[config.mk]
export PLATFORM = sky130hd
export DESIGN_NAME = collision_presence_gen
export DESIGN_NICKNAME = d
export VERILOG_FILES = /design/src/rtl/cpg_pkg.sv /design/src/rtl/cpg_tx_edge.sv /design/src/rtl/cpg_hb_seq.sv /design/src/rtl/cpg_tone_gen.sv /design/src/rtl/collision_presence_gen.sv
export SDC_FILE = /design/constraint.sdc
export NUM_CORES = 1
export LEC_CHECK = 0
export ABC_AREA = 1
export CORE_ASPECT_RATIO = 0.8
export CORE_UTILIZATION = 44
export DETAILED_ROUTE_END_ITERATION = 6
export PLACE_DENSITY = 0.75
export RECOVER_POWER = 25
export SLEW_MARGIN = 25
export SYNTH_ARGS = -nofsm -noshare
export SYNTH_HDL_FRONTEND = slang
export SYNTH_HIERARCHICAL = 1
export SYNTH_SLANG_ARGS = --single-unit
[constraint.sdc]
create_clock -name clk -period 2.1 [get_ports clk]
set_clock_uncertainty 0.2 [all_clocks]
set_input_delay 0.21 -clock clk [delete_from_list [all_inputs] [get_ports clk]]
set_output_delay 0.21 -clock clk [all_outputs]
set_load 0.05 [all_outputs]
[src/rtl/cpg_pkg.sv]
`timescale 1ns/1ps
package cpg_pkg;

    // Heartbeat sequencer states
    typedef enum logic [1:0] {
        HB_IDLE  = 2'd0,
        HB_WAIT  = 2'd1,
        HB_BURST = 2'd2
    } hb_state_e;

    // Sources that may ask for the tone
    typedef struct packed {
        logic collision;
        logic jabber;
        logic heartbeat;
    } cd_src_t;

    // Registered drive of the output pair
    typedef struct packed {
        logic p;
        logic n;
        logic active;
    } cd_drive_t;

    localparam cd_drive_t DRIVE_IDLE = '{p: 1'b0, n: 1'b0, active: 1'b0};

    function automatic logic any_source(input cd_src_t s);
        return s.collision | s.jabber | s.heartbeat;
    endfunction

    function automatic int unsigned max_u(input int unsigned a, input int unsigned b);
        return (a > b) ? a : b;
    endfunction

endpackage

[src/rtl/cpg_tx_edge.sv]
`timescale 1ns/1ps
module cpg_tx_edge (
    input  logic clk,
    input  logic rst,
    input  logic tx_valid,
    output logic tx_end
);

    logic tx_prev;

    always_ff @(posedge clk) begin
        if (rst) begin
            tx_prev <= 1'b0;
        end else begin
            tx_prev <= tx_valid;
        end
    end

    // End of frame: was sending on the last edge, not sending now
    assign tx_end = tx_prev & ~tx_valid;

endmodule

[src/rtl/cpg_hb_seq.sv]
`timescale 1ns/1ps
module cpg_hb_seq
    import cpg_pkg::*;
#(
    parameter int unsigned DELAY_CYCLES = 220,
    parameter int unsigned BURST_CYCLES = 200
) (
    input  logic clk,
    input  logic rst,
    input  logic tx_valid,
    input  logic tx_end,
    input  logic hb_enable,
    output logic hb_burst
);

    localparam int unsigned CW = $clog2(max_u(DELAY_CYCLES, BURST_CYCLES) + 1);
    localparam logic [CW-1:0] DELAY_LAST = CW'(DELAY_CYCLES - 1);
    localparam logic [CW-1:0] BURST_LAST = CW'(BURST_CYCLES - 1);

    hb_state_e      state, state_nx;
    logic [CW-1:0]  cnt, cnt_nx;

    always_comb begin
        state_nx = state;
        cnt_nx   = cnt;
        unique case (state)
            HB_IDLE: begin
                if (tx_end && hb_enable) begin
                    state_nx = HB_WAIT;
                    cnt_nx   = '0;
                end
            end
            HB_WAIT: begin
                if (!hb_enable || tx_valid) begin
                    state_nx = HB_IDLE;
                    cnt_nx   = '0;
                end else if (cnt == DELAY_LAST) begin
                    state_nx = HB_BURST;
                    cnt_nx   = '0;
                end else begin
                    cnt_nx = cnt + 1'b1;
                end
            end
            HB_BURST: begin
                if (!hb_enable) begin
                    state_nx = HB_IDLE;
                    cnt_nx   = '0;
                end else if (tx_end) begin
                    state_nx = HB_WAIT;
                    cnt_nx   = '0;
                end else if (cnt == BURST_LAST) begin
                    state_nx = HB_IDLE;
                    cnt_nx   = '0;
                end else begin
                    cnt_nx = cnt + 1'b1;
                end
            end
            default: begin
                state_nx = HB_IDLE;
                cnt_nx   = '0;
            end
        endcase
    end

    always_ff @(posedge clk) begin
        if (rst) begin
            state <= HB_IDLE;
            cnt   <= '0;
        end else begin
            state <= state_nx;
            cnt   <= cnt_nx;
        end
    end

    assign hb_burst = (state == HB_BURST);

    // Independent occupancy counters for the checks below
    logic [CW-1:0] chk_wait;
    logic [CW-1:0] chk_burst;

    always_ff @(posedge clk) begin
        if (rst) begin
            chk_wait  <= '0;
            chk_burst <= '0;
        end else begin
            chk_wait  <= (state == HB_WAIT)  ? chk_wait  + 1'b1 : '0;
            chk_burst <= (state == HB_BURST) ? chk_burst + 1'b1 : '0;
        end
    end

    p_delay_r6: assert property (@(posedge clk) disable iff (rst)
        $rose(hb_burst) |-> chk_wait == CW'(DELAY_CYCLES));

    p_burst_len_r7: assert property (@(posedge clk) disable iff (rst)
        hb_burst |-> chk_burst < CW'(BURST_CYCLES));

    p_suppress_r8: assert property (@(posedge clk) disable iff (rst)
        !hb_enable |=> state == HB_IDLE);

    p_cancel_r9: assert property (@(posedge clk) disable iff (rst)
        (state == HB_WAIT && tx_valid) |=> state == HB_IDLE);

endmodule

[src/rtl/cpg_tone_gen.sv]
`timescale 1ns/1ps
module cpg_tone_gen
    import cpg_pkg::*;
#(
    parameter int unsigned HALF_CYCLES = 10
) (
    input  logic clk,
    input  logic rst,
    input  logic req,
    output logic cd_p,
    output logic cd_n,
    output logic cd_active
);

    localparam int unsigned PERIOD = 2 * HALF_CYCLES;
    localparam int unsigned PW     = $clog2(PERIOD);
    localparam int unsigned HW     = $clog2(HALF_CYCLES + 1);
    localparam logic [PW-1:0] HALF_V = PW'(HALF_CYCLES);
    localparam logic [PW-1:0] LAST_V = PW'(PERIOD - 1);

    logic [PW-1:0] phase;
    cd_drive_t     drv;

    always_ff @(posedge clk) begin
        if (rst || !req) begin
            phase <= '0;
            drv   <= DRIVE_IDLE;
        end else begin
            drv.p      <= (phase <  HALF_V);
            drv.n      <= (phase >= HALF_V);
            drv.active <= 1'b1;
            phase      <= (phase == LAST_V) ? '0 : phase + 1'b1;
        end
    end

    assign cd_p      = drv.p;
    assign cd_n      = drv.n;
    assign cd_active = drv.active;

    // Length of the current high run on the positive leg
    logic [HW-1:0] hi_run;

    always_ff @(posedge clk) begin
        if (rst) begin
            hi_run <= '0;
        end else begin
            hi_run <= cd_p ? hi_run + 1'b1 : '0;
        end
    end

    p_idle_low_r1: assert property (@(posedge clk) disable iff (rst)
        !cd_active |-> (!cd_p && !cd_n));

    p_pulse_max_r2: assert property (@(posedge clk) disable iff (rst)
        cd_p |-> hi_run < HW'(HALF_CYCLES));

    p_first_phase_r4: assert property (@(posedge clk) disable iff (rst)
        $rose(cd_active) |-> cd_p);

    p_pulse_full_r4: assert property (@(posedge clk) disable iff (rst)
        ($fell(cd_p) && cd_active) |-> hi_run == HW'(HALF_CYCLES));

    p_exclusive_r5: assert property (@(posedge clk) disable iff (rst)
        !(cd_p && cd_n));

endmodule

[src/rtl/collision_presence_gen.sv]
`timescale 1ns/1ps
module collision_presence_gen
    import cpg_pkg::*;
#(
    parameter int unsigned TONE_HALF_CYCLES = 10,
    parameter int unsigned HB_DELAY_CYCLES  = 220,
    parameter int unsigned HB_BURST_CYCLES  = 200
) (
    input  logic clk,
    input  logic rst,
    input  logic tx_valid,
    input  logic collision_detect,
    input  logic jabber_active,
    input  logic heartbeat_enable,
    output logic cd_p,
    output logic cd_n,
    output logic cd_active
);

    logic    tx_end;
    logic    hb_burst;
    cd_src_t src;
    logic    tone_req;

    cpg_tx_edge u_tx_edge (
        .clk      (clk),
        .rst      (rst),
        .tx_valid (tx_valid),
        .tx_end   (tx_end)
    );

    cpg_hb_seq #(
        .DELAY_CYCLES (HB_DELAY_CYCLES),
        .BURST_CYCLES (HB_BURST_CYCLES)
    ) u_hb_seq (
        .clk       (clk),
        .rst       (rst),
        .tx_valid  (tx_valid),
        .tx_end    (tx_end),
        .hb_enable (heartbeat_enable),
        .hb_burst  (hb_burst)
    );

    always_comb begin
        src.collision = collision_detect;
        src.jabber    = jabber_active;
        src.heartbeat = hb_burst;
        tone_req      = any_source(src);
    end

    cpg_tone_gen #(
        .HALF_CYCLES (TONE_HALF_CYCLES)
    ) u_tone_gen (
        .clk       (clk),
        .rst       (rst),
        .req       (tone_req),
        .cd_p      (cd_p),
        .cd_n      (cd_n),
        .cd_active (cd_active)
    );

    // Collision or jabber turns the tone on at the next edge (also covers R3, R10)
    p_src_on_r2: assert property (@(posedge clk) disable iff (rst)
        (collision_detect || jabber_active) |=> cd_active);

    p_quiet_r5: assert property (@(posedge clk) disable iff (rst)
        !(collision_detect || jabber_active || hb_burst) |=> !cd_active);

endmodule

# After elaboration in Yosys (flattened, before gate mapping)
# Index checks and enable logic that the tools add are counted.
# W data, S select, Z words.
totals:
  regBits: 19
  latch_bits: 0
  ram_bits: 0
  romBits: 0
  out_inout_bits: 3
  word_cells: 46
  memories: 0
classes:
  n_addsub: 2
  n_mul: 0
  div_mod_pow: 0
  magnitude_cmp: 2
  eq_ne: 8
  shift: 0
  n_mux: 15
  bitwise: 4
  reduce_logical: 8
ops:
  columns: ["op", "count"]
  rows:
  - ["$mux W8", 6]
  - ["$pmux W8 S3", 1]
  - ["$eq A8 B8 Y1 const B", 2]
  - ["$mux W2", 6]
  - ["$add A8 B1 Y8 const B", 1]
  - ["$pmux W2 S3", 1]
  - ["$add A5 B1 Y5 const B", 1]
  - ["$eq A5 B5 Y1 const B", 1]
  - ["$ge A5 B4 Y1 const B", 1]
  - ["$lt A5 B4 Y1 const B", 1]
  - ["$ne A4 B2 Y1 const B", 1]
  - ["$ne A3 B1 Y1 const B", 1]
  - ["$reduce_and A3 Y1", 1]
  - ["$eq A2 B1 Y1 const B", 1]
  - ["$eq A2 B2 Y1 const B", 1]
  - ["$logic_not A1 Y1", 2]
  - ["$logic_not A2 Y1", 1]
  - ["$logic_or A1 B1 Y1", 2]
  - ["$ne A2 B1 Y1 const B", 1]
  - ["$or A1 B1 Y1", 2]
  - ["$reduce_or A2 Y1", 1]
  - ["$and A1 B1 Y1", 1]
  - ["$logic_and A1 B1 Y1", 1]
  - ["$mux W1", 1]
  - ["$not A1 Y1", 1]

# Depth between registers and ports, before layout
logic_depth:
  depth_word: 5
  depth_mapped: 10
  mapped_depth_nobuf: 10

# Cells and area by module
# Netlist, hierarchy kept.
by_module_without_submodules:
  columns: ["mod", "n_inst", "cells_per_inst", "area_per_inst_um2", "seq_area_each_um2"]
  rows:
  - ["cpg_hb_seq", 1, 109, 752.0, 200.2]
  - ["cpg_tone_gen", 1, 45, 360.3, 160.2]
  - ["cpg_tx_edge", 1, 5, 37.5, 20.0]
  - ["collision_presence_gen", 1, 3, 11.3, 0.0]

# Least setup slack after synthesis
# OpenSTA, ideal clock, no wires.
synth_timing:
  kind: "register to register"
  from: "register u_hb_seq.cnt[0]"
  to: "register u_hb_seq.cnt[4]"
  setup_time_ns: 0.116
  t_arrival_ns: 1.118
  t_required_ns: 1.784
  path_slack_ns: 0.667
  stages_incl_launch_ff: 9
  period_less_slack_ns: 1.433
  path_cell_list: "dfxtp_1 > ha_1 > nand2_2 > nor2_2 > nand2_2 > nand2_4 > nand2_4 > a21oi_4 > nor2_1"
synth_between:
  elab_chain_len: 5
synth_lines:
  columns: ["element", "line", "rtl"]
  rows:
  - ["from (decl)", "cpg_hb_seq.sv:21", "logic [CW-1:0] cnt, cnt_nx;"]
  - ["from (signal assigned)", "cpg_hb_seq.sv:71", "cnt <= cnt_nx;"]
  - ["$add A8 B1 Y8 / $eq A8 B8 Y1 (equally long branches)", "cpg_hb_seq.sv:41, cpg_hb_seq.sv:55, cpg_hb_seq.sv:51", null]
  - ["$mux W8", "cpg_hb_seq.sv:51", "end else if (cnt == BURST_LAST) begin"]
  - ["$mux W8", "cpg_hb_seq.sv:48", "end else if (tx_end) begin"]
  - ["$mux W8", "cpg_hb_seq.sv:45", "if (!hb_enable) begin"]
  - ["$pmux W8 S3 (*)", "cpg_hb_seq.sv:26", "unique case (state)"]
# Every way passes the cells marked *; elsewhere a longest branch is shown, timed or not.
# A chain may end at the register's enable or synchronous reset.

# Worst setup path in the final report
layout_timing:
  from: "register u_tone_gen.drv (netlist bit u_tone_gen/cd_n)"
  to: "output port cd_n"
layout_lines:
  columns: ["element", "line", "rtl"]
  rows:
  - ["from (decl)", "cpg_tone_gen.sv:22", "cd_drive_t drv;"]
  - ["to (decl)", "collision_presence_gen.sv:16", "output logic cd_n,"]
# No word-level cell between the ends.

==> qor.yml <==
cts_resized: 0
syn_to_final_growth_pct: 12.1
clkSlewWorstSetupHoldPaths_ns: 0.11
drtIter0Drc: 30
dieArea_um2: 2850
root_buffer: "clkbuf_4"
ys_seq_area_share_pct: 32.8
status: "finished, final reports clean"
postCtsSetupRepairBufs: 0
die_width_um: 59.4
fillers: 258
cp.required_ns: 1.69
path_max_fanout: 1
timing.rr.start: "u_hb_seq/state[0]"
fin_cells: 210
path_class: "flip-flop to output pin"
cts_tree: "built"
netlist_instances: 162
dr.pass1.iters: 4
cap_viol_max_count: 0
critPathTopFamily: "buffers and inverters"
dp.cells: 206
worst_slew_pin_slew_ns: 0.506
numCtsBuffers: 3
hold_viol_final: 0
die_y_um: 47.9
drt-met1-wl_um: 944
antenna_left: 0
period_share_pct: 87.9
yosysUniqueCellTypes: 24
clock.fmax_ghz: 0.542
wl_met2_mm: 1.03
wl_per_cell_um: 9.94
grt_pass1_wl_mm: 3.51
synth-seq-cells: 19
clkSinkCount: 19
viasPerCell: 4.77
slew_viol_final: 0
cp-startpoint: "u_tone_gen/cd_n"
grt_pass1_vias: 847
start_util_pct: 46.8
wl_met3_um: 107
netlist_area_um2: 1160
p_per_area_nw_per_um2: 756
placed_cell_area_um2: 1280
synth_nets: 175
place_congestion: 0.781
start_kind: "flip-flop"
fin_crit_ns: 1.85
grt_usage_pct: 16.4
syn_area_per_cell_um2: 7.17
worstPathCellList: "clkdlybuf4s50_1"
synth_area_leaders: "dfxtp_1 (33%), nand2_1 (11%), ha_1 (7.5%)"
path_buf_inv: 1
setup_viol: 0
clkLatencyLatePin_ns: 0.30
slew_headroom_pct: 65.9
highest_layer: "met4"
cts_hold_buffers: 0
drive_gt1_share_pct: 17.2
worstPathArrival_ns: 1.44
rsz0062_at_grt: "false"
hp-class: "flip-flop to flip-flop"
multi_input_area_um2: 647
fin_area_um2: 1300
io_buffers: 8
overflow: 0
route.detailed.drc: 0
max_stage_delay_ns: 0.80
setup-tns-final_ns: 0
fin_hold_ws_ns: 0.292
grt_max_degree: 13
cp-end-kind: "output pin"
regArea_um2: 380
core_um2: 2480
h-tree-depth: 1
drt_wl_total_mm: 2.09
ios: 9
cp_slowest_cell: "clkdlybuf4s50_1"
synth.top_cell.area_share_pct: 32.8
n_antenna_cell: 0
fp-row-count: 16
hold_start: "u_tone_gen/phase[0]"
yosysTopAreaCell: "dfxtp_1"
yosys_warnings: 6
antenna_found_initial: 0
finalNetCount: 188
vdd_drop_max_mv: 0.423
vias: 1001
hpwl_mm: 1.69
clock_path_buffers: 2
power.leakage_uw: 0.000566
utilization_pct: 52.4
metal layers:
metal / vias up / global-route usage [%]
met5: - / 0
met4: 0 / 3.33
met3: 3 / 5.14
met2: 27 / 28.8
met1: 439 / 20.2
li1: 532 / -
worst register-to-register path, cell delays in order (launching register included):
cell,delay [ns]
dfxtp_1,0.35
inv_1,0.11
ha_1,0.18
inv_1,0.04
nand2_1,0.06
inv_1,0.04
nor2_1,0.18
o21ai_0,0.25
nor2_1,0.16
layout make-up:
type	instances	share of cell area, %
multi-input combinational	113	49.7
clock buffer	3	1.73
timing repair buffer	9	6.73
clock inverter	1	0.577
tap	36	3.46
inverter	29	8.56
sequential	19	29.2
cell families after synthesis:
family,after synthesis,synth area share [%]
compound gates,17,9.05
xor+xnor,1,0.754
fa+ha+maj,7,7.54
buf+inv,30,10.6
flops,19,32.8
simple gates,88,39.3
path summary, 6_finish.rpt:
check	cells after the start	to	slack, ns
hold reg to reg	1	u_tone_gen/phase[0]	0.29
setup reg to reg	8	u_tone_gen/phase[2]	0.48
setup / recovery	1	cd_n	0.25
hold / removal	1	u_tone_gen/phase[0]	0.29
cells in the mapped netlist:
cell and count:
nand2_1 33, inv_1 22, nor2_1 20, dfxtp_1 19, nand3_1 11, a21oi_1 7, ha_1 7, nand2_2 7
inv_2 6, nand4_1 6, o21ai_0 5, nand2_4 4, nor2_2 3, o21bai_1 2, a21oi_4 1, buf_6 1
inv_4 1, nand3_2 1, nor2_4 1, nor2_8 1, nor3_4 1, o21ai_1 1, o21ai_2 1, xnor2_1 1
registers in the layout (all words and copies together), names as in the netlist:
signal and count:
u_hb_seq/state 2, u_tone_gen/cd_active 1, u_tone_gen/cd_p 1, u_tx_edge/tx_prev 1, u_tone_gen/cd_n 1, u_tone_gen/phase 5, u_hb_seq/cnt 8
per-stage QoR:
| stage | power (uW) | setup slack, ns |
|---|---|---|
| finish | 984 | 0.255 |
| global route | 1060 | 0.199 |
| CTS | 1000 | 0.226 |
| detailed placement | 806 | 0.231 |
| global placement | 794 | 0.302 |
| floorplan | 727 | 0.667 |
placed cells by master (no fill, tap or decap):
cell type        instances
nor3_4                   1
inv_1                   22
dlygate4sd3_1            1
nor2_2                   3
clkbuf_4                 3
nor2_8                   1
nand3_2                  1
xnor2_1                  1
a21oi_4                  1
nand4_1                  6
ha_1                     7
nand3_1                 11
buf_4                    1
clkinvlp_4               1
inv_4                    1
nor2_1                  21
clkdlybuf4s50_1          7
o21bai_1                 2
dfxtp_1                 19
inv_2                    6
nand2_4                  4
o21ai_0                  6
a21oi_1                  7
nand2_1                 33
o21ai_1                  1
nand2_2                  7
power by group:
group          switching (uW)  internal (uW)
Sequential               23.4            388
Combinational             246            136
Clock                     118           72.5
Power figures use the tool's default switching activity.
